$ cat config.mk
export PLATFORM = sky130hd
export DESIGN_NAME = mv_fifo_cell
export DESIGN_NICKNAME = d
export VERILOG_FILES = /design/src/rtl/mvc_pkg.sv /design/src/rtl/mvc_store.sv /design/src/rtl/mvc_tag.sv /design/src/rtl/mvc_waiters.sv /design/src/rtl/mv_fifo_cell.sv
export SDC_FILE = /design/constraint.sdc
export NUM_CORES = 1
export LEC_CHECK = 0
export BUFFER_PORTS_ARGS = -buffer_cell sky130_fd_sc_hd__clkbuf_2
export CORE_AREA = 2 2 194 234
export CTS_CLUSTER_DIAMETER = 150
export DETAILED_ROUTE_END_ITERATION = 8
export DIE_AREA = 0 0 196 236
export PLACE_DENSITY = 0.7
export SLEW_MARGIN = 30
export SYNTH_ARGS = -nofsm -noshare
export SYNTH_HDL_FRONTEND = slang
export SYNTH_SLANG_ARGS = --single-unit
$ cat constraint.sdc
create_clock -name clk_i -period 13.8 [get_ports clk_i]
set_input_delay 0.69 -clock clk_i [delete_from_list [all_inputs] [get_ports clk_i]]
set_output_delay 0.69 -clock clk_i [all_outputs]
set_load 0.01 [all_outputs]
$ cat src/rtl/mvc_pkg.sv
package mvc_pkg;
  typedef enum logic [1:0] {
    VIEW_RAW  = 2'd0,
    VIEW_TAG  = 2'd1,
    VIEW_WAIT = 2'd2,
    VIEW_POLL = 2'd3
  } view_e;

  localparam int TAG_E     = 0;
  localparam int TAG_F     = 1;
  localparam int TAG_T     = 16;
  localparam int TAG_MODE  = 17;
  localparam int TAG_CNT   = 18;
  localparam int TAG_DCODE = 28;
  localparam int DCODE_W   = 4;
endpackage

$ cat src/rtl/mvc_store.sv
module mvc_store #(
  parameter int DW    = 64,
  parameter int DEPTH = 8,
  localparam int PW   = $clog2(DEPTH)
) (
  input  logic          clk_i,
  input  logic          we_i,
  input  logic [PW-1:0] waddr_i,
  input  logic [DW-1:0] wdata_i,
  input  logic [PW-1:0] raddr_i,
  output logic [DW-1:0] rdata_o
);
  logic [DW-1:0] mem_q [DEPTH];

  for (genvar g = 0; g < DEPTH; g++) begin : g_ent
    always_ff @(posedge clk_i) begin
      if (we_i && waddr_i == PW'(g)) mem_q[g] <= wdata_i;
    end
  end

  assign rdata_o = mem_q[raddr_i];
endmodule

$ cat src/rtl/mvc_tag.sv
module mvc_tag #(
  parameter int DEPTH = 8,
  localparam int PW   = $clog2(DEPTH),
  localparam int CW   = $clog2(DEPTH + 1)
) (
  input  logic          clk_i,
  input  logic          rst_ni,
  input  logic          ctl_wr_i,
  input  logic          ctl_t_i,
  input  logic          ctl_e_i,
  input  logic          ctl_f_i,
  input  logic          ef_rd_i,
  input  logic          ef_wr_i,
  input  logic          go_i,
  output logic          e_o,
  output logic          f_o,
  output logic          t_o,
  output logic [CW-1:0] cnt_o,
  output logic [PW-1:0] rptr_o,
  output logic          pop_o,
  output logic          push_o
);
  logic          e_q, f_q, t_q, e_d, f_d, t_d;
  logic [CW-1:0] cnt_q, cnt_d;
  logic [PW-1:0] rp_q, rp_d;

  assign pop_o  = ef_rd_i && go_i && (cnt_q != '0);
  assign push_o = ef_wr_i && go_i && (cnt_q < CW'(DEPTH));

  always_comb begin
    e_d = e_q; f_d = f_q; t_d = t_q; cnt_d = cnt_q; rp_d = rp_q;
    if (ctl_wr_i) begin
      t_d = ctl_t_i; e_d = ctl_e_i; f_d = ctl_f_i;
      if (ctl_e_i) cnt_d = '0;
    end else if (ef_rd_i) begin
      f_d = 1'b0;
      if (go_i) begin
        if (pop_o) begin
          cnt_d = cnt_q - 1'b1;
          rp_d  = rp_q + 1'b1;
        end
        if (cnt_d == '0) e_d = 1'b1;
      end
    end else if (ef_wr_i) begin
      e_d = 1'b0;
      if (go_i) begin
        if (push_o) cnt_d = cnt_q + 1'b1;
        if (cnt_d == CW'(DEPTH)) f_d = 1'b1;
      end
    end
  end

  always_ff @(posedge clk_i or negedge rst_ni) begin
    if (!rst_ni) begin
      e_q <= 1'b1; f_q <= 1'b0; t_q <= 1'b0; cnt_q <= '0; rp_q <= '0;
    end else begin
      e_q <= e_d; f_q <= f_d; t_q <= t_d; cnt_q <= cnt_d; rp_q <= rp_d;
    end
  end

  assign e_o = e_q; assign f_o = f_q; assign t_o = t_q;
  assign cnt_o = cnt_q; assign rptr_o = rp_q;


  cnt_bound_chk: assert property (@(posedge clk_i) disable iff (!rst_ni)
    cnt_q <= CW'(DEPTH));

  full_set_chk: assert property (@(posedge clk_i) disable iff (!rst_ni)
    (push_o && cnt_q == CW'(DEPTH - 1)) |=> f_q);

  empty_set_chk: assert property (@(posedge clk_i) disable iff (!rst_ni)
    (pop_o && cnt_q == CW'(1)) |=> e_q);

  hold_on_block_chk: assert property (@(posedge clk_i) disable iff (!rst_ni)
    ((ef_rd_i || ef_wr_i) && !go_i) |=> $stable(cnt_q));
endmodule

$ cat src/rtl/mvc_waiters.sv
module mvc_waiters #(
  parameter int NREQ = 4,
  localparam int RW  = (NREQ > 1) ? $clog2(NREQ) : 1
) (
  input  logic            clk_i,
  input  logic            rst_ni,
  input  logic            block_i,
  input  logic [RW-1:0]   rid_i,
  input  logic            release_i,
  output logic [NREQ-1:0] wake_o
);
  logic [NREQ-1:0] mask_q, wake_q;

  always_ff @(posedge clk_i or negedge rst_ni) begin
    if (!rst_ni) begin
      mask_q <= '0;
      wake_q <= '0;
    end else begin
      wake_q <= release_i ? mask_q : '0;
      if (release_i)    mask_q <= '0;
      else if (block_i) mask_q <= mask_q | (NREQ'(1) << rid_i);
    end
  end

  assign wake_o = wake_q;


  wake_pulse_chk: assert property (@(posedge clk_i) disable iff (!rst_ni)
    (|wake_q) |=> (wake_q == '0));

  wake_src_chk: assert property (@(posedge clk_i) disable iff (!rst_ni)
    (|wake_q) |-> $past(|mask_q));
endmodule

$ cat src/rtl/mv_fifo_cell.sv
module mv_fifo_cell #(
  parameter int DW    = 64,
  parameter int DEPTH = 8,
  parameter int NREQ  = 4,
  localparam int PW   = $clog2(DEPTH),
  localparam int CW   = $clog2(DEPTH + 1),
  localparam int RW   = (NREQ > 1) ? $clog2(NREQ) : 1
) (
  input  logic            clk_i,
  input  logic            rst_ni,
  input  logic            req_i,
  input  logic            we_i,
  input  logic [1:0]      view_i,
  input  logic [DW-1:0]   wdata_i,
  input  logic [RW-1:0]   rid_i,
  output logic [DW-1:0]   rdata_o,
  output logic            stall_o,
  output logic [NREQ-1:0] wake_o
);
  import mvc_pkg::*;

  view_e         vw;
  logic          ef_acc, blk, go, ef_rd, ef_wr, ctl_wr, byp_wr;
  logic          e, f, t, pop, push;
  logic [CW-1:0] cnt;
  logic [PW-1:0] rp, waddr;
  logic [DW-1:0] mem_rd, tag_word, rd_d, rdata_q;
  logic          stall_q;

  assign vw     = view_e'(view_i);
  assign ef_acc = req_i && (vw == VIEW_WAIT || vw == VIEW_POLL);
  assign blk    = ef_acc && (vw == VIEW_WAIT) && (we_i ? f : e);
  assign go     = ef_acc && !blk;
  assign ef_rd  = ef_acc && !we_i;
  assign ef_wr  = ef_acc && we_i;
  assign ctl_wr = req_i && we_i && (vw == VIEW_TAG);
  assign byp_wr = req_i && we_i && (vw == VIEW_RAW) && (cnt != '0);

  // push lands after the newest entry, raw write overwrites the newest
  assign waddr = push ? (rp + cnt[PW-1:0]) : (rp + cnt[PW-1:0] - 1'b1);

  mvc_tag #(.DEPTH(DEPTH)) u_tag (
    .clk_i, .rst_ni,
    .ctl_wr_i (ctl_wr),
    .ctl_t_i  (wdata_i[TAG_T]),
    .ctl_e_i  (wdata_i[TAG_E]),
    .ctl_f_i  (wdata_i[TAG_F]),
    .ef_rd_i  (ef_rd),
    .ef_wr_i  (ef_wr),
    .go_i     (go),
    .e_o      (e),
    .f_o      (f),
    .t_o      (t),
    .cnt_o    (cnt),
    .rptr_o   (rp),
    .pop_o    (pop),
    .push_o   (push)
  );

  mvc_store #(.DW(DW), .DEPTH(DEPTH)) u_store (
    .clk_i,
    .we_i    (push || byp_wr),
    .waddr_i (waddr),
    .wdata_i (wdata_i),
    .raddr_i (rp),
    .rdata_o (mem_rd)
  );

  mvc_waiters #(.NREQ(NREQ)) u_wait (
    .clk_i, .rst_ni,
    .block_i   (blk),
    .rid_i     (rid_i),
    .release_i (go),
    .wake_o    (wake_o)
  );

  always_comb begin
    tag_word = '0;
    tag_word[TAG_E]    = e;
    tag_word[TAG_F]    = f;
    tag_word[TAG_T]    = t;
    tag_word[TAG_MODE] = 1'b1;
    tag_word[TAG_CNT +: CW]        = cnt;
    tag_word[TAG_DCODE +: DCODE_W] = DCODE_W'(PW);
  end

  always_comb begin
    rd_d = '0;
    if (req_i && !we_i) begin
      unique case (vw)
        VIEW_RAW: rd_d = mem_rd;
        VIEW_TAG: rd_d = tag_word;
        default:  rd_d = pop ? mem_rd : '0;
      endcase
    end
  end

  always_ff @(posedge clk_i or negedge rst_ni) begin
    if (!rst_ni) begin
      rdata_q <= '0;
      stall_q <= 1'b0;
    end else begin
      rdata_q <= rd_d;
      stall_q <= blk;
    end
  end

  assign rdata_o = rdata_q;
  assign stall_o = stall_q;


  stall_src_chk: assert property (@(posedge clk_i) disable iff (!rst_ni)
    stall_o |-> $past(req_i && view_i == 2'd2));

  quiet_out_chk: assert property (@(posedge clk_i) disable iff (!rst_ni)
    !$past(req_i) |-> (rdata_o == '0 && !stall_o));
endmodule

==> flow_summary_export.csv <==
group,metric,value,unit
logic_synthesis,ys_types,56,
critical_path,endpoint_kind,"flop",
detailed_routing,vias,10300,
critical_path,path_max_fanout,51,
sta,setup_viol,0,
sta,slew_headroom,43.1,%
critical_path,critPathLaunchType,"flop",
power_and_ir_drop,p_total,5.05,mW
logic_synthesis,synth-seq-area-share,77.4,%
layout,layout_common_cells,"512 x edfxtp_1, 139 x clkbuf_2, 128 x mux4_2",
logic_synthesis,yosysWarnings,0,
job,max_cap_violations,0,
logic_synthesis,synth_xor_area_share,0.217,%
layout,syn_to_final_growth,13.6,%
critical_path,cp_cell_sequence,"buf_12, ha_1, inv_1, fa_1, ha_1, o21ai_0, mux2_2, nor2_4, buf_4",
layout,drive_gt1_share,31.2,%
clock_tree,cts_buffers,52,
logic_synthesis,syn_area,22500,um2
logic_synthesis,synth-seq-cells,595,
place,io_buffers,140,
detailed_routing,first_pass_iters,5,
sta,fmax,240,MHz
layout,layout_commonest_cell,"edfxtp_1",
global_routing,antenna_found_initial,3,
sta,finalMaxSlewViolations,0,
layout,nets,1279,
sta,hold_violations,0,
critical_path,cpMostUsedCell,"ha_1",
floorplanning,chipHeight,236,um
global_routing,grt.overflow.total,0,
logic_synthesis,synth_nets,1119,
sta,grt_setup_unrepaired,"false",
global_routing,grt_pass1_vias,10800,
logic_synthesis,synth_simple_gate_area_share,2.89,%
hold_path,hp-class,"input pin to flop",
logic_synthesis,syn_avg_cell_area,21.6,um2
critical_path,cp_data_required_time,13.99,ns
logic_synthesis,synth_top_cell_by_area,"edfxtp_1",
critical_path,crit_type,"flop to flop",
logic_synthesis,synth_compound_area_share,1.35,%
detailed_routing,via_per_inst,5.66,
clock_tree,ctsRootBufferMaster,"clkbuf_16",
global_routing,grt_use_total,18.3,%
floorplanning,rows,85,
sta,min_period,4.17,ns
global_routing,grt_max_degree,65,
floorplanning,ioPinCount,141,
detailed_routing,routed_wl,41.6,mm
detailed_routing,routedWlPerCell,23.0,um
power_and_ir_drop,p_leak,8.86,nW
detailed_routing,postRouteAntennaNets,0,
detailed_routing,drc,0,
logic_synthesis,postSynthCellCount,1041,
critical_path,crit_arrival,4.36,ns
run_status,status,"finished clean",
critical_path,cp_slowest_stage_delay,0.76,ns
logic_synthesis,async_flop_share,13.9,%
sta,setup-tns-final,0,ns
logic_synthesis,synth_top_family_by_area,"multiplexers",
clock_tree,clock_path_buffers,3,
global_routing,grt_pass1_wl,63.9,mm
power_and_ir_drop,ir_drop,0.106,mV
clock_tree,cts_tree,"built",
floorplanning,dieArea,46300,um2
sta,fin_crit_sh,30.2,%
place,hpwlAfterDp,22.7,mm
logic_synthesis,synth.area.mux_share,15.9,%
detailed_routing,drt_iter0_drc,754,
logic_synthesis,synth_fa_ha_area_share,0.366,%
clock_tree,htreeDepth,2,
sta,skew,0.0110,ns
sta,tightest_slew,0.853,ns
logic_synthesis,synth_top_area_share,68.2,%
logic_synthesis,synth-edff-count,512,
clock_tree,clk_pin_slew,0.07,ns
clock_tree,clk_latency,0.57,ns
power_and_ir_drop,powerDensity,197,nW/um2
clock_tree,clock-sinks,595,
floorplanning,start_util,50.9,%
floorplanning,die_w,196,um
floorplanning,core,44200,um2
place,gp_congestion,0.781,
logic_synthesis,ys.flop_type,"edfxtp_1",
logic_synthesis,synth_area_leaders,"edfxtp_1 68%, mux4_2 13%, dfrtp_1 9.1%",
critical_path,crit_slowest_cell,"buf_4",
critical path: cells and delay by family, from the launching register on:
family | cells | cell delay [ns]
AOI/OAI and AO/OA | 1 | 0.12
muxes | 1 | 0.33
and+or+nand+nor | 1 | 0.45
DFF | 1 | 0.72
buffers and inverters | 3 | 1.09
adders and majority gates | 3 | 1.03
synth_stat cells, types with 7 or more instances:
| cell | n |
|---|---|
| buf_2 | 15 |
| a211oi_1 | 8 |
| edfxtp_1 | 512 |
| a21oi_1 | 9 |
| o21ai_0 | 9 |
| clkbuf_1 | 11 |
| mux4_2 | 128 |
| dfrtp_1 | 82 |
| nor3_1 | 8 |
| inv_1 | 7 |
| buf_4 | 7 |
| buf_6 | 17 |
| mux2i_1 | 66 |
| nor2_1 | 84 |
| nand2_1 | 14 |
metrics by stage:
| step | cells | hold slack [ns] | util [%] | setup WS (ns) | area (um2) |
|---|---|---|---|---|---|
| finish | 1812 | 0.396 | 57.9 | 9.63 | 25600 |
| global placement | 1709 | 0.467 | 53.7 | 9.23 | 23700 |
| detailed placement | 1710 | 0.474 | 53.8 | 9.39 | 23800 |
| CTS | 1809 | 0.367 | 57.8 | 9.38 | 25600 |
| global route | 1810 | 0.380 | 57.9 | 9.37 | 25600 |
| floorplan | 1041 | 0.394 | - | 8.43 | 22500 |
routing by layer:
| metal | routed length, um | global-route usage, % | up-vias |
|---|---|---|---|
| met5 | 30 | 0 | - |
| met2 | 21100 | 30.8 | 274 |
| li1 | - | - | 4543 |
| met4 | 697 | 4.55 | 4 |
| met1 | 17400 | 25.0 | 5386 |
| met3 | 2370 | 3.60 | 54 |
final cells by class:
type | count | area (um2)
flip-flops and latches | 595 | 17500
diodes | 2 | 5.00
repair buffers | 157 | 896
clock inverters | 25 | 323
inverters | 7 | 26.3
clock buffers | 73 | 1450
multi-input cells | 388 | 4740
well taps | 565 | 707
fillers | 3209 | 18600
worst paths after layout:
| kind | start | endpoint | slack, ns | depth (start not counted) |
|---|---|---|---|---|
| min in group asynchronous | rst_ni | rdata_o[58]$_DFF_PN0_ | 0.56 | 2 |
| worst min register to register | u_wait.mask_q[1]$_DFFE_PN0P_ | u_wait.wake_o[1]$_DFF_PN0_ | 0.48 | 1 |
| worst max register to register | u_tag.rptr_o[0]$_DFFE_PN0P_ | u_store.mem_q[4][63]$_DFFE_PP_ | 9.63 | 9 |
| max in group asynchronous | rst_ni | u_tag.rptr_o[0]$_DFFE_PN0P_ | 12.27 | 3 |
| worst max-delay path | u_tag.rptr_o[0]$_DFFE_PN0P_ | u_store.mem_q[4][63]$_DFFE_PP_ | 9.63 | 9 |
| worst min-delay path | wdata_i[6] | u_store.mem_q[0][6]$_DFFE_PP_ | 0.40 | 1 |
repair_timing:
item,CTS,global route
hold buffers,1,0
resized for setup,0,0
setup buffers,0,0
endpoints found under the hold margin,21,0
logic make-up (layout without fill, tap and decap cells):
logic type	count (synthesis)	count (layout)
AO/OA/AOI/OAI	44	44
multiplexers	197	197
other	0	2
adder cells (fa/ha/maj)	6	6
buffers and inverters	58	262
flip-flops	595	595
XOR/XNOR	4	4
AND/OR/NAND/NOR	137	137
state kept, by name, indices dropped and copies added, names as in the netlist:
signal / flops
rdata_o: 64
u_store.mem_q: 512
u_tag.t_o: 1
u_tag.rptr_o: 3
u_wait.wake_o: 4
u_tag.f_o: 1
u_tag.cnt_o: 4
u_tag.e_o: 1
u_wait.mask_q: 4
stall_o: 1
where the power goes:
| group | internal [mW] | switching (mW) | leakage, nW | total (mW) |
|---|---|---|---|---|
| combinational | 0.578 | 0.650 | 2.27 | 1.23 |
| clock | 0.869 | 0.618 | 0.856 | 1.49 |
| sequential | 2.21 | 0.117 | 5.73 | 2.33 |
| total | 3.66 | 1.39 | 8.86 | 5.05 |
Power figures use the tool's default switching activity.
